### src/rtl/mbx_pkg.sv
package mbx_pkg;

   localparam int OPC_W = 8;
   localparam int N_OPS = 8;

   // Opcodes the back end understands; anything else is answered locally.
   localparam logic [OPC_W-1:0] OP_TABLE [N_OPS] = '{
      8'h40, 8'h41, 8'h45, 8'h0F, 8'h49, 8'h4A, 8'h4B, 8'h4C
   };

   typedef enum logic [1:0] {
      PH_IDLE = 2'd0,
      PH_WAIT = 2'd1,
      PH_SKIP = 2'd2,
      PH_ACK  = 2'd3
   } phase_t;

endpackage

### src/rtl/mbx_cmd_reg.sv
module mbx_cmd_reg #(
   parameter int DATA_W  = 32,
   parameter int REQ_BIT = 15
) (
   input  logic              clk,
   input  logic              rst_n,
   input  logic              wr_en,
   input  logic [DATA_W-1:0] wr_data,
   output logic [DATA_W-1:0] word_q,
   output logic              req_lvl,
   output logic              req_rise
);

   logic req_prev;

   always_ff @(posedge clk or negedge rst_n) begin
      if (!rst_n) begin
         word_q   <= '0;
         req_prev <= 1'b0;
      end else begin
         if (wr_en) word_q <= wr_data;
         req_prev <= word_q[REQ_BIT];
      end
   end

   assign req_lvl  = word_q[REQ_BIT];
   assign req_rise = word_q[REQ_BIT] & ~req_prev;

endmodule

### src/rtl/mbx_decode.sv
module mbx_decode
   import mbx_pkg::*;
#(
   parameter int DATA_W  = 32,
   parameter int WR_BIT  = 13,
   parameter int ARG_LSB = 16,
   parameter int ARG_W   = 12
) (
   input  logic [DATA_W-1:0] word,
   output logic [OPC_W-1:0]  opcode,
   output logic              is_write,
   output logic [ARG_W-1:0]  arg,
   output logic              known
);

   logic [N_OPS-1:0] hit;

   assign opcode   = word[OPC_W-1:0];
   assign is_write = word[WR_BIT];
   assign arg      = word[ARG_LSB +: ARG_W];

   for (genvar i = 0; i < N_OPS; i++) begin : g_match
      assign hit[i] = (opcode == OP_TABLE[i]);
   end

   assign known = |hit;

endmodule

### src/rtl/mbx_ctrl.sv
module mbx_ctrl
   import mbx_pkg::*;
#(
   parameter int ARG_W = 12
) (
   input  logic             clk,
   input  logic             rst_n,
   input  logic             req_lvl,
   input  logic             req_rise,
   input  logic [OPC_W-1:0] dec_opcode,
   input  logic             dec_write,
   input  logic [ARG_W-1:0] dec_arg,
   input  logic             dec_known,
   input  logic             be_done,
   output logic             be_strobe,
   output logic [OPC_W-1:0] be_opcode,
   output logic             be_write,
   output logic [ARG_W-1:0] be_arg,
   output logic             busy,
   output logic             ack,
   output logic             cap_en,
   output logic             cap_zero,
   output logic             drop
);

   phase_t           phase;
   logic [OPC_W-1:0] lat_op;
   logic             lat_wr;
   logic [ARG_W-1:0] lat_arg;

   always_ff @(posedge clk or negedge rst_n) begin
      if (!rst_n) begin
         phase     <= PH_IDLE;
         busy      <= 1'b0;
         ack       <= 1'b0;
         be_strobe <= 1'b0;
         lat_op    <= '0;
         lat_wr    <= 1'b0;
         lat_arg   <= '0;
      end else begin
         be_strobe <= 1'b0;
         unique case (phase)
            PH_IDLE: begin
               if (req_rise) begin
                  busy    <= 1'b1;
                  lat_op  <= dec_opcode;
                  lat_wr  <= dec_write;
                  lat_arg <= dec_arg;
                  if (dec_known) begin
                     be_strobe <= 1'b1;
                     phase     <= PH_WAIT;
                  end else begin
                     phase <= PH_SKIP;
                  end
               end
            end
            PH_WAIT: begin
               if (be_done) begin
                  busy  <= 1'b0;
                  ack   <= 1'b1;
                  phase <= PH_ACK;
               end
            end
            PH_SKIP: begin
               busy  <= 1'b0;
               ack   <= 1'b1;
               phase <= PH_ACK;
            end
            PH_ACK: begin
               if (!req_lvl) begin
                  ack   <= 1'b0;
                  phase <= PH_IDLE;
               end
            end
            default: phase <= PH_IDLE;
         endcase
      end
   end

   assign cap_en    = ((phase == PH_WAIT) && be_done) || (phase == PH_SKIP);
   assign cap_zero  = (phase == PH_SKIP) || lat_wr;
   assign drop      = (phase == PH_ACK) && !req_lvl;
   assign be_opcode = lat_op;
   assign be_write  = lat_wr;
   assign be_arg    = lat_arg;

endmodule

### src/rtl/mbx_reply.sv
module mbx_reply #(
   parameter int RDATA_W       = 16,
   parameter bit CLEAR_ON_DROP = 1'b1
) (
   input  logic               clk,
   input  logic               rst_n,
   input  logic               cap_en,
   input  logic               cap_zero,
   input  logic               drop,
   input  logic               ack,
   input  logic [RDATA_W-1:0] rdata,
   output logic [RDATA_W-1:0] reply
);

   logic [RDATA_W-1:0] reply_q;

   if (CLEAR_ON_DROP) begin : g_clear
      always_ff @(posedge clk or negedge rst_n) begin
         if (!rst_n)      reply_q <= '0;
         else if (cap_en) reply_q <= cap_zero ? '0 : rdata;
         else if (drop)   reply_q <= '0;
      end
      assign reply = reply_q;
   end else begin : g_mask
      always_ff @(posedge clk or negedge rst_n) begin
         if (!rst_n)      reply_q <= '0;
         else if (cap_en) reply_q <= cap_zero ? '0 : rdata;
      end
      assign reply = ack ? reply_q : '0;
   end

endmodule

### src/rtl/cmd_mailbox.sv
module cmd_mailbox
   import mbx_pkg::*;
#(
   parameter int DATA_W        = 32,
   parameter int REQ_BIT       = 15,
   parameter int BUSY_BIT      = 14,
   parameter int WR_BIT        = 13,
   parameter int ARG_LSB       = 16,
   parameter int ARG_W         = 12,
   parameter int REPLY_LSB     = 16,
   parameter int RDATA_W       = 16,
   parameter bit CLEAR_ON_DROP = 1'b1
) (
   input  logic               clk,
   input  logic               rst_n,
   input  logic               cmd_we,
   input  logic [DATA_W-1:0]  cmd_wdata,
   output logic [DATA_W-1:0]  status_word,
   output logic               be_strobe,
   output logic [OPC_W-1:0]   be_opcode,
   output logic               be_write,
   output logic [ARG_W-1:0]   be_arg,
   input  logic               be_done,
   input  logic [RDATA_W-1:0] be_rdata
);

   localparam int ARG_MSB   = ARG_LSB + ARG_W - 1;
   localparam int REPLY_MSB = REPLY_LSB + RDATA_W - 1;

   if (ARG_MSB >= DATA_W) begin : g_bad_arg
      $error("argument field does not fit in the command word");
   end
   if (REPLY_MSB >= DATA_W) begin : g_bad_reply
      $error("reply field does not fit in the status word");
   end
   if (REQ_BIT < OPC_W || BUSY_BIT < OPC_W || WR_BIT < OPC_W) begin : g_bad_flags
      $error("flag bits overlap the opcode");
   end
   if (REQ_BIT == BUSY_BIT || REPLY_LSB <= REQ_BIT || REPLY_LSB <= BUSY_BIT) begin : g_bad_status
      $error("status fields overlap");
   end

   logic [DATA_W-1:0]  word_q;
   logic               req_lvl;
   logic               req_rise;
   logic [OPC_W-1:0]   dec_opcode;
   logic               dec_write;
   logic [ARG_W-1:0]   dec_arg;
   logic               dec_known;
   logic               busy;
   logic               ack;
   logic               cap_en;
   logic               cap_zero;
   logic               drop;
   logic [RDATA_W-1:0] reply;

   mbx_cmd_reg #(.DATA_W(DATA_W), .REQ_BIT(REQ_BIT)) u_cmd (
      .clk      (clk),
      .rst_n    (rst_n),
      .wr_en    (cmd_we),
      .wr_data  (cmd_wdata),
      .word_q   (word_q),
      .req_lvl  (req_lvl),
      .req_rise (req_rise)
   );

   mbx_decode #(.DATA_W(DATA_W), .WR_BIT(WR_BIT), .ARG_LSB(ARG_LSB), .ARG_W(ARG_W)) u_dec (
      .word     (word_q),
      .opcode   (dec_opcode),
      .is_write (dec_write),
      .arg      (dec_arg),
      .known    (dec_known)
   );

   mbx_ctrl #(.ARG_W(ARG_W)) u_ctrl (
      .clk        (clk),
      .rst_n      (rst_n),
      .req_lvl    (req_lvl),
      .req_rise   (req_rise),
      .dec_opcode (dec_opcode),
      .dec_write  (dec_write),
      .dec_arg    (dec_arg),
      .dec_known  (dec_known),
      .be_done    (be_done),
      .be_strobe  (be_strobe),
      .be_opcode  (be_opcode),
      .be_write   (be_write),
      .be_arg     (be_arg),
      .busy       (busy),
      .ack        (ack),
      .cap_en     (cap_en),
      .cap_zero   (cap_zero),
      .drop       (drop)
   );

   mbx_reply #(.RDATA_W(RDATA_W), .CLEAR_ON_DROP(CLEAR_ON_DROP)) u_reply (
      .clk      (clk),
      .rst_n    (rst_n),
      .cap_en   (cap_en),
      .cap_zero (cap_zero),
      .drop     (drop),
      .ack      (ack),
      .rdata    (be_rdata),
      .reply    (reply)
   );

   always_comb begin
      status_word = '0;
      status_word[REQ_BIT]  = ack;
      status_word[BUSY_BIT] = busy;
      status_word[REPLY_LSB +: RDATA_W] = reply;
   end

endmodule

### config.mk
export PLATFORM = sky130hd
export DESIGN_NAME = cmd_mailbox
export DESIGN_NICKNAME = d
export VERILOG_FILES = /design/src/rtl/mbx_pkg.sv /design/src/rtl/mbx_cmd_reg.sv /design/src/rtl/mbx_decode.sv /design/src/rtl/mbx_ctrl.sv /design/src/rtl/mbx_reply.sv /design/src/rtl/cmd_mailbox.sv
export SDC_FILE = /design/constraint.sdc
export NUM_CORES = 1
export LEC_CHECK = 0
export ABC_AREA = 1
export CORE_ASPECT_RATIO = 0.6
export CORE_UTILIZATION = 56
export CTS_CLUSTER_DIAMETER = 150
export DETAILED_ROUTE_END_ITERATION = 6
export DONT_BUFFER_PORTS = 1
export PLACE_DENSITY = 0.83
export RECOVER_POWER = 25
export SLEW_MARGIN = 30
export SYNTH_ARGS = -nofsm -noshare
export SYNTH_HDL_FRONTEND = slang
export SYNTH_SLANG_ARGS = --single-unit
### constraint.sdc
create_clock -name clk -period 1.2 [get_ports clk]
set_input_delay 0.06 -clock clk [delete_from_list [all_inputs] [get_ports clk]]
set_output_delay 0.06 -clock clk [all_outputs]
set_load 0.02 [all_outputs]
==> results.json <==
{
  "critical_path.endpoint": "u_ctrl.be_opcode[7]",
  "post_synth_instance_area_um2": 2840,
  "h-tree-depth": 3,
  "dieArea_um2": 5380,
  "clk_path_buf_depth": 2,
  "worst-path-stages": 6,
  "numPlacedInstances": 372,
  "post-route-drc-count": 0,
  "globalRouteMet1Util_pct": 37.0,
  "cts_tree": "yes",
  "post_drt_via_cell_ratio": 5.76,
  "post-synth-top-area-fraction_pct": 57.2,
  "violations_in_the_final_reports": "hold timing, setup timing",
  "detailedRoute.firstPassIterationCount": 5,
  "cp_top_family": "flip-flops",
  "critPathBufInv": 2,
  "globalRoute.busiestLayer": "met2",
  "path_class": "reg2reg",
  "hold_violations_final": 65,
  "number_of_antenna_violations_at_the_first_check_in_global_routing": 0,
  "maxCapViolations": 0,
  "worst_setup_hold_path_clk_slew_ns": 0.07,
  "timing_max_transition_violations_final": 0,
  "area.growth.synth_to_final_pct": 41.3,
  "floorplan.die.height_um": 57.2,
  "worst_path_max_delay_cell": "sky130_fd_sc_hd__dfrtp_1",
  "first_global_vias": 2257,
  "gp_congestion": 0.772,
  "dpl.hpwl_um": 3900,
  "clock_buffer_count_from_cts": 9,
  "crit_path_cell_trace": "inv_2 -> ha_4 -> nand3_4 -> clkbuf_16 -> nand2_2 -> o21ai_1",
  "cts_hold_repair.buffers": 40,
  "post-route-min-period_ns": 1.41,
  "endpoint_kind": "flip-flop",
  "clockRootBuffer": "sky130_fd_sc_hd__clkbuf_8",
  "critical_path_peak_fanout": 12,
  "detail-route-antenna-nets": 0,
  "io_pins": 106,
  "via_count": 2542,
  "timing.critical_path.from": "u_ctrl.phase[1]",
  "start_util_pct": 60.1,
  "io_buffers": 0,
  "critical_path_required_ns": 1.43,
  "core-area_um2": 4730,
  "outcome": "finished with violations",
  "ant_diodes": 0,
  "grt_usage_pct": 28.4,
  "yosysTopAreaCell": "sky130_fd_sc_hd__dfrtp_1",
  "portion_of_the_post_synthesis_area_used_by_sequential_elements_pct": 57.2,
  "grt_max_degree": 66,
  "min_period_over_period_pct": 118,
  "met3_capacity_usage_during_global_routing_pct": 12.1,
  "globalRouteOverflowTotal": 0,
  "rsz0062_at_grt": "true",
  "final_worst_path_setup_slack_ns": -0.215,
  "drive_gt1_share_pct": 26.2,
  "finalSetupTns_ns": -6.82,
  "width_of_the_chip_um": 94,
  "skew_ns": 0.00721,
  "pre_cts_slack_ns": -0.141,
  "setup.reg_to_reg.worst_slack_ns": -0.21,
  "final-instance-count-excl-fill": 441,
  "hold_path.class": "in2async",
  "ys_types": 21,
  "syn-instance-count": 314,
  "final-setup-viol-count": 43,
  "grt.met2_usage_pct": 43.9,
  "worst_setup_path_start_kind": "flip-flop",
  "grt_pass1_wl_um": 11200,
  "power.static_leakage_nw": 1.92,
  "syn_avg_cell_area_um2": 9.06,
  "power.density_cell_area_nw_per_um2": 2350,
  "totalWireLength_um": 8630,
  "irDropWorstVdd_v": 0.00124,
  "netlist_top_cells_area": "sky130_fd_sc_hd__dfrtp_1, sky130_fd_sc_hd__o21ai_0, sky130_fd_sc_hd__nand2_1",
  "std_cell_rows": 19,
  "drt-initial-drc-count": 276,
  "seq_cells_post_synth": 65,
  "worstReg2RegStart": "u_ctrl.phase[1]",
  "wl_per_cell_um": 19.6,
  "final_net_count": 431,
  "reg2regPathDepth": 6,
  "worst_ep_arrival_time_ns": 1.65,
  "final.hold.worst_slack_ns": -0.600,
  "ys.warnings.count": 0,
  "r2r_end": "u_ctrl.be_opcode[7]",
  "critPathMaxStageDelay_ns": 0.44,
  "fmax_mhz": 707,
  "clock_sinks": 65,
  "clk-insertion-delay-late_ns": 0.35
}
registers in the layout, indices dropped and copies added (netlist names):
signal            flops
u_ctrl.busy           1
u_ctrl.phase          2
u_ctrl.be_strobe      1
u_ctrl.be_write       1
u_ctrl.ack            1
u_reply.reply        16
u_ctrl.be_opcode      8
u_cmd.word_q         22
u_cmd.req_prev        1
u_ctrl.be_arg        12
per-stage QoR:
stage	util [%]	hold WS, ns	total power, mW	instance area (um^2)
finish	85.0	-0.600	9.46	4020
detailed placement	62.8	-0.234	5.90	2970
floorplan	-	-0.236	5.26	2950
global route	85.0	-0.627	9.88	4020
CTS	79.4	-0.613	8.67	3760
global placement	62.8	-0.234	5.78	2970
Yosys cell counts (all sizes together):
library cell	instances
nand2	74
conb	1
buf	24
xor2	1
a21oi	3
nand3	25
nand3b	1
nand4	2
o21ai	62
inv	35
nor2	11
ha	6
dfrtp	65
clkbuf	4
how the worst min path moves through the flow:
stage	startpoint	endpoint	slack, ns	depth (start not counted)
global placement	rst_n	u_ctrl.be_arg[2]	-0.23	0
finish	rst_n	u_ctrl.be_opcode[7]	-0.60	0
floorplan	rst_n	u_cmd.req_prev	-0.24	0
CTS	rst_n	u_reply.reply[5]	-0.61	0
detailed placement	rst_n	u_ctrl.be_arg[1]	-0.23	0
global route	rst_n	u_ctrl.be_arg[1]	-0.63	0
worst register-to-register path, cell delays in order (launching register included):
cell and delay, ns:
sky130_fd_sc_hd__dfrtp_1 0.44, sky130_fd_sc_hd__inv_2 0.15, sky130_fd_sc_hd__ha_4 0.17, sky130_fd_sc_hd__nand3_4 0.19, sky130_fd_sc_hd__clkbuf_16 0.25, sky130_fd_sc_hd__nand2_2 0.05
sky130_fd_sc_hd__o21ai_1 0.07
cell type report:
type	count	area (um^2)
clock buffer	11	151
sequential	65	1630
inverter	35	134
tap	63	78.8
fill	234	712
multi-input combinational	199	1230
clock inverter	5	77.6
timing repair buffer	63	723
where the power goes:
group          internal [mW]  switching [mW]
registers               2.80            1.15
clock network           1.28           0.838
logic                   1.57            1.82
total                   5.65            3.81
metal layers:
layer | wire length, um | vias to the layer above
met3 | 830 | 34
met1 | 3350 | 1234
met2 | 4180 | 178
met5 | 0 | -
li1 | - | 1096
met4 | 270 | 0
cells by family (layout without fill, tap and decap cells):
family | Yosys count | count (layout) | synth area share, %
buffers and inverters | 63 | 114 | 10.9
flip-flops | 65 | 65 | 57.2
adder cells (fa/ha/maj) | 6 | 6 | 2.64
other | 1 | 14 | 0.132
AND/OR/NAND/NOR | 113 | 113 | 16.9
XOR/XNOR | 1 | 1 | 0.308
AO/OA/AOI/OAI | 65 | 65 | 12.0
what timing repair did:
action                                  in CTS  in global routing
gates resized for setup                     61                 40
setup buffers                                3                  6
pin swaps                                    4                  7
cloned                                       0                  4
hold endpoints to repair                   103                 65
endpoints found under the setup margin      41                 43
cells in the final DEF, fill, tap and decap left out, types with 11 or more instances in the layout:
cell type	n
sky130_fd_sc_hd__clkbuf_8	11
sky130_fd_sc_hd__nand2_1	56
sky130_fd_sc_hd__dfrtp_1	64
sky130_fd_sc_hd__nand3_1	20
sky130_fd_sc_hd__o21ai_0	22
sky130_fd_sc_hd__conb_1	14
sky130_fd_sc_hd__buf_4	12
sky130_fd_sc_hd__o21ai_1	22
sky130_fd_sc_hd__nand2_2	15
sky130_fd_sc_hd__dlygate4sd3_1	39
sky130_fd_sc_hd__o21ai_2	17
sky130_fd_sc_hd__inv_1	30
Power figures use the tool's default switching activity.
